--- config.mk ---
export PLATFORM = sky130hd
export DESIGN_NAME = lpm_seq_top
export DESIGN_NICKNAME = d
export VERILOG_FILES = /design/src/rtl/lpm_pkg.sv /design/src/rtl/lpm_ctrl.sv /design/src/rtl/lpm_gate.sv /design/src/rtl/lpm_seq_top.sv
export SDC_FILE = /design/constraint.sdc
export NUM_CORES = 1
export LEC_CHECK = 0
export ABC_AREA = 1
export BUFFER_PORTS_ARGS = -buffer_cell sky130_fd_sc_hd__buf_2
export CORE_UTILIZATION = 30
export CTS_BUF_LIST = sky130_fd_sc_hd__clkbuf_16
export DETAILED_ROUTE_END_ITERATION = 8
export PLACE_DENSITY = 0.6
export SETUP_SLACK_MARGIN = 0.05
export SLEW_MARGIN = 10
export SYNTH_ARGS = -nofsm -noshare
export SYNTH_HDL_FRONTEND = slang
export SYNTH_SLANG_ARGS = --single-unit
--- constraint.sdc ---
create_clock -name clk -period 2.9 [get_ports clk]
set_clock_uncertainty 0.05 [all_clocks]
set_input_delay 0.435 -clock clk [delete_from_list [all_inputs] [get_ports clk]]
set_output_delay 0.435 -clock clk [all_outputs]
set_load 0.02 [all_outputs]
--- src/rtl/lpm_pkg.sv ---
package lpm_pkg;
  typedef enum logic [2:0] {
    PsReset    = 3'd0,
    PsActive   = 3'd1,
    PsLpReq    = 3'd2,
    PsLowPwr   = 3'd3,
    PsDeepSlp  = 3'd4,
    PsFastWake = 3'd5
  } pwrState_e;

  typedef struct packed {
    logic stateChg;
    logic gateSet;
    logic gateClr;
  } ctrlStrobe_t;
endpackage

--- src/rtl/lpm_ctrl.sv ---
module lpm_ctrl
  import lpm_pkg::*;
(
  input  logic        clk,
  input  logic        rst_ni,
  input  logic        lpReq,
  input  logic        deepSel,
  input  logic        wakeAny,
  input  logic        gateAck,
  input  logic        rstEvt,
  output pwrState_e   stateQ,
  output ctrlStrobe_t strobe
);
  pwrState_e stateD;
  logic deepQ;

  always_comb begin
    stateD = stateQ;
    if (rstEvt) begin
      stateD = PsReset;
    end else begin
      unique case (stateQ)
        PsReset:    stateD = PsActive;
        PsActive:   if (lpReq) stateD = PsLpReq;
        PsLpReq:    if (gateAck) stateD = deepQ ? PsDeepSlp : PsLowPwr;
        PsLowPwr,
        PsDeepSlp:  if (wakeAny) stateD = PsFastWake;
        PsFastWake: if (!gateAck) stateD = PsActive;
        default:    stateD = PsReset;
      endcase
    end
  end

  always_comb begin
    strobe.stateChg = (stateD != stateQ);
    strobe.gateSet  = strobe.stateChg && (stateD == PsLpReq);
    strobe.gateClr  = strobe.stateChg && ((stateD == PsFastWake) || (stateD == PsReset));
  end

  always_ff @(posedge clk or negedge rst_ni) begin
    if (!rst_ni) begin
      stateQ <= PsReset;
      deepQ  <= 1'b0;
    end else begin
      stateQ <= stateD;
      if (stateQ == PsActive && lpReq && !rstEvt) deepQ <= deepSel;
    end
  end
endmodule

--- src/rtl/lpm_gate.sv ---
module lpm_gate
  import lpm_pkg::*;
#(
  parameter int NUM_DOM  = 3,
  parameter int NUM_WAKE = 3
) (
  input  logic                clk,
  input  logic                rst_ni,
  input  ctrlStrobe_t         strobe,
  input  logic [NUM_WAKE-1:0] wakeSrc,
  output logic                wakeAny,
  output logic                chgPulse,
  output logic [NUM_DOM-1:0]  gateReq
);
  assign wakeAny = |wakeSrc;

  for (genvar d = 0; d < NUM_DOM; d++) begin : g_dom
    always_ff @(posedge clk or negedge rst_ni) begin
      if (!rst_ni)              gateReq[d] <= 1'b0;
      else if (strobe.gateClr)  gateReq[d] <= 1'b0;
      else if (strobe.gateSet)  gateReq[d] <= 1'b1;
    end
  end

  always_ff @(posedge clk or negedge rst_ni) begin
    if (!rst_ni) chgPulse <= 1'b0;
    else         chgPulse <= strobe.stateChg;
  end
endmodule

--- src/rtl/lpm_seq_top.sv ---
module lpm_seq_top
  import lpm_pkg::*;
#(
  parameter int NUM_WAKE = 3,
  parameter int NUM_DOM  = 3
) (
  input  logic                clk,
  input  logic                rst_ni,
  input  logic                lpReq,
  input  logic                deepSel,
  input  logic [NUM_WAKE-1:0] wakeSrc,
  input  logic                gateAck,
  input  logic                rstEvt,
  output logic [2:0]          pwrState,
  output logic                stateChg,
  output logic [NUM_DOM-1:0]  gateReq
);
  pwrState_e   stateQ;
  ctrlStrobe_t strobe;
  logic        wakeAny;

  lpm_ctrl ctrl_i (
    .clk(clk), .rst_ni(rst_ni), .lpReq(lpReq), .deepSel(deepSel),
    .wakeAny(wakeAny), .gateAck(gateAck), .rstEvt(rstEvt),
    .stateQ(stateQ), .strobe(strobe)
  );

  lpm_gate #(.NUM_DOM(NUM_DOM), .NUM_WAKE(NUM_WAKE)) gate_i (
    .clk(clk), .rst_ni(rst_ni), .strobe(strobe), .wakeSrc(wakeSrc),
    .wakeAny(wakeAny), .chgPulse(stateChg), .gateReq(gateReq)
  );

  assign pwrState = stateQ;
endmodule

==> tab_implementation.tex <==
\begin{tabular}{lr}
\hline
Metric & Value \\
\hline
\multicolumn{2}{l}{\textbf{Run status}} \\
\quad Outcome & complete, no violations \\
\multicolumn{2}{l}{\textbf{Synth}} \\
\quad Simple-gate area share of the yosys netlist & 53.3\% \\
\quad Cell with the most instances after synthesis & sky130\_fd\_sc\_hd\_\_nand2\_1 \\
\quad Most used flip-flop cell after synthesis & sky130\_fd\_sc\_hd\_\_dfrtp\_1 \\
\quad Warning count from the yosys run & 0 \\
\quad Commonest cells in the netlist & sky130\_fd\_sc\_hd\_\_nand2\_1 (23), sky130\_fd\_sc\_hd\_\_nor2\_1 (12), sky130\_fd\_sc\_hd\_\_nand3\_1 (9), sky130\_fd\_sc\_hd\_\_dfrtp\_1 (6), sky130\_fd\_sc\_hd\_\_inv\_1 (6) \\
\quad Async set-reset flop share out of synthesis & 100\% \\
\quad Per-instance average area after synthesis & 6.31 um2 \\
\quad Fraction of synthesized area in multiplexers & 0\% \\
\quad Leading area contributor after synthesis & sky130\_fd\_sc\_hd\_\_dfrtp\_1 \\
\quad Dominant combinational cell family by area after synthesis & simple AND/OR/NAND/NOR gates \\
\quad Area fraction in compound gates after synthesis & 2.09\% \\
\quad Share of the yosys chip area belonging to registers & 31.3\% \\
\quad Adder-cell area share of the yosys netlist & 0\% \\
\quad Synthesis-stage register bit count & 6 \\
\quad Share of the synthesized area in the top cell type & 31.3\% \\
\quad Combined area of all synthesized cells & 479 um2 \\
\quad Mapped Cells & 76 \\
\quad Net Count, Synth & 85 \\
\quad Synth cell types & 15 \\
\quad XOR/XNOR Fraction of Synth Area & 0\% \\
\quad Count of flip-flops with a built-in enable after synthesis & 0 \\
\quad Biggest area contributors in the synthesized netlist & sky130\_fd\_sc\_hd\_\_dfrtp\_1 (31\%), sky130\_fd\_sc\_hd\_\_nand2\_1 (18\%), sky130\_fd\_sc\_hd\_\_nand3\_1 (9.4\%) \\
\multicolumn{2}{l}{\textbf{Route}} \\
\quad Antenna violation net count after detailed routing & 0 \\
\quad First-pass iteration count of the detailed router & 5 \\
\quad Via-per-instance ratio & 4.56 \\
\quad Via count & 493 \\
\quad DR iter-0 viols & 10 \\
\quad Routed wirelength normalized by instance count & 9.32 um \\
\quad DRC viols & 0 \\
\quad Total detailed-routing wirelength & 1010 um \\
\multicolumn{2}{l}{\textbf{Worst setup path}} \\
\quad Category of the most critical setup path & flip-flop to flip-flop \\
\quad Endpoint kind of the worst setup timing path & flip-flop \\
\quad Critical Path Slowest Stage Cell & sky130\_fd\_sc\_hd\_\_dfrtp\_1 \\
\quad Cells along the critical path & inv\_2, nand2\_1, nor2\_1, nand2\_1, nand3\_2, nand2\_2, nand2\_1, nand2\_1, nand3\_2, nand2\_1, nand2\_1, nand2\_1 \\
\quad Stage delay of the slowest cell on the critical path & 0.45 ns \\
\quad Nature of the critical path startpoint & flip-flop \\
\quad Endpoint arrival time on the critical path & 1.60 ns \\
\quad Required time of the critical path & 2.96 ns \\
\quad Cell repeated most along the worst path & sky130\_fd\_sc\_hd\_\_nand2\_1 \\
\quad Crit path buffers/inverters & 1 \\
\quad Largest fanout on the critical path & 8 \\
\quad Cell family with the largest share of critical-path delay & simple AND/OR/NAND/NOR gates \\
\multicolumn{2}{l}{\textbf{Power}} \\
\quad Pwr dens & 761 mW/mm2 \\
\quad Reported leakage power & 0.387 nW \\
\quad Worst IR drop on VDD & 0.000382 V \\
\multicolumn{2}{l}{\textbf{Final layout}} \\
\quad Share of layout cells above drive strength 1 & 34.8\% \\
\quad Antenna diodes & 0 \\
\quad Final design area excluding fillers & 639 um2 \\
\quad Final-layout fill cell count & 169 \\
\quad Syn-to-layout area delta & 33.4\% \\
\quad Fin nets & 103 \\
\multicolumn{2}{l}{\textbf{Floorplanning}} \\
\quad Starting density of the core & 31.8\% \\
\quad Floorplan die area & 0.00176 mm2 \\
\quad I/O pin total & 16 \\
\quad Die Span Y & 42.0 um \\
\quad Std-Cell Rows & 14 \\
\quad CORE AREA & 0.00151 mm2 \\
\quad Chip Width & 42.0 um \\
\multicolumn{2}{l}{\textbf{Clocking}} \\
\quad Post-CTS Setup Repair Bufs & 0 \\
\quad CTS tree & done \\
\quad Clock slew at reported path FFs & 0.03 ns \\
\quad CTS Root Cell & sky130\_fd\_sc\_hd\_\_clkbuf\_16 \\
\quad Clock sinks & 6 \\
\quad Later-pin clock latency in the skew report & 0.23 ns \\
\quad Number of clock buffers inserted by TritonCTS & 3 \\
\quad Largest buffer count on any clock path & 2 \\
\quad Count of cells resized by post-cts repair & 0 \\
\quad Maximum level of the CTS H-tree & 1 \\
\multicolumn{2}{l}{\textbf{Global routing}} \\
\quad Wire length of the first global-routing pass & 1730 um \\
\quad Grt ovf & 0 \\
\quad Number of global-route vias before repair & 428 \\
\quad GRT Resource Usage Total & 12.6\% \\
\quad Pin count of the biggest net entering global routing & 10 \\
\quad Initial antenna violation count & 0 \\
\multicolumn{2}{l}{\textbf{Timing}} \\
\quad Slew at the pin closest to its max-slew limit & 0.321 ns \\
\quad Final worst path period share & 53.2\% \\
\quad Final critical delay including setup and external delays & 1.54 ns \\
\quad Slew headroom & 78.6\% \\
\quad Setup TNS & 0 ns \\
\quad Final max-slew violation count & 0 \\
\quad Final setup violation count & 0 \\
\quad Unrepaired setup endpoints after global routing & false \\
\quad Final number of hold-violating endpoints & 0 \\
\quad Fmax achieved & 648 MHz \\
\quad Final Hold Slack & 0.418 ns \\
\multicolumn{2}{l}{\textbf{Hold path}} \\
\quad Worst min-delay path category & input pin to flip-flop \\
\multicolumn{2}{l}{\textbf{Placement}} \\
\quad Routability-driven placement congestion ratio & 0.751 \\
\quad Post-detail-place hpwl & 764 um \\
\quad IO Port Bufs & 15 \\
\quad Cell Area, Placed & 554 um2 \\
\multicolumn{2}{l}{\textbf{Flow run}} \\
\quad Max\_cap viols & 0 \\
\hline
\end{tabular}
final timing paths:
check                                       start                 to  slack, ns  cells after the start
worst min register to register  gate_i.gateReq[2]  gate_i.gateReq[2]       0.48                      2
max in group asynchronous                  rst_ni   ctrl_i.stateQ[2]       2.15                      2
worst min-delay path                      deepSel       ctrl_i.deepQ       0.42                      3
worst max-delay path             ctrl_i.stateQ[2]  gate_i.gateReq[2]       1.36                     12
worst max register to register   ctrl_i.stateQ[2]  gate_i.gateReq[2]       1.36                     12
min in group asynchronous                  rst_ni       ctrl_i.deepQ       0.51                      2
per-stage QoR:
step | cells | power, mW | util, % | worst slack (ns)
after CTS | 108 | 0.491 | 42.4 | 1.34
after floorplan | 76 | 0.235 | - | 1.39
final | 108 | 0.487 | 42.4 | 1.36
after global placement | 104 | 0.266 | 36.8 | 1.32
after detailed placement | 104 | 0.268 | 36.8 | 1.32
after global routing | 108 | 0.514 | 42.4 | 1.15
registers in the layout, indices dropped and copies added, names as in the netlist:
name	count
ctrl_i.deepQ	1
ctrl_i.stateQ	3
gate_i.chgPulse	1
gate_i.gateReq	1
cells in the final DEF, fill, tap and decap left out:
cell type,n
sky130_fd_sc_hd__nand2_2,3
sky130_fd_sc_hd__inv_1,6
sky130_fd_sc_hd__nor2_2,2
sky130_fd_sc_hd__nand4_1,1
sky130_fd_sc_hd__dlygate4sd3_1,1
sky130_fd_sc_hd__inv_2,4
sky130_fd_sc_hd__nand2_4,1
sky130_fd_sc_hd__dfrtp_1,6
sky130_fd_sc_hd__buf_2,15
sky130_fd_sc_hd__nand3_1,9
sky130_fd_sc_hd__nand3_2,3
sky130_fd_sc_hd__clkbuf_16,3
sky130_fd_sc_hd__nor2_1,12
sky130_fd_sc_hd__nand2_1,23
sky130_fd_sc_hd__inv_4,1
sky130_fd_sc_hd__a21oi_1,2
tightest hold or removal path, delay by kind of cell:
family	cells	cell delay, ns
buffers and inverters	1	0.08
AO/OA/AOI/OAI	1	0.10
AND/OR/NAND/NOR	1	0.04
report_power, final:
part / leakage (nW) / total, mW / internal (mW) / switching [mW]
clock network: 0.0370 / 0.219 / 0.177 / 0.0425
registers: 0.0750 / 0.123 / 0.103 / 0.0191
logic: 0.275 / 0.145 / 0.0504 / 0.0945
layer usage:
metal  track usage (%)  vias up  wire length [um]  share of wire [%]
met2              20.0        6               493                 49
met5                 0        -                 0                  0
met4              3.87        0                 8               0.79
met3              3.91        2                27                2.7
met1              16.3      219               478                 47
li1                  -      266                 -                  -
layout make-up:
type | instances | area, um2 | area share (%)
inverter | 11 | 43.8 | 6.85
timing repair buffer | 16 | 85.1 | 13.3
multi-input combinational | 56 | 265 | 41.5
tap | 16 | 20.0 | 3.13
clock buffer | 3 | 75.1 | 11.7
sequential | 6 | 150 | 23.5
repair_timing:
action | 4_1_cts | 5_1_grt
endpoints found under the setup margin | 0 | 0
hold buffers | 1 | 0
hold endpoints to repair | 6 | 0
logic make-up after synthesis:
family                 count (synthesis)
AOI/OAI and AO/OA                      2
buffers and inverters                 14
DFF                                    6
and+or+nand+nor                       54
Note: power is estimated with default switching activity, not from simulation.
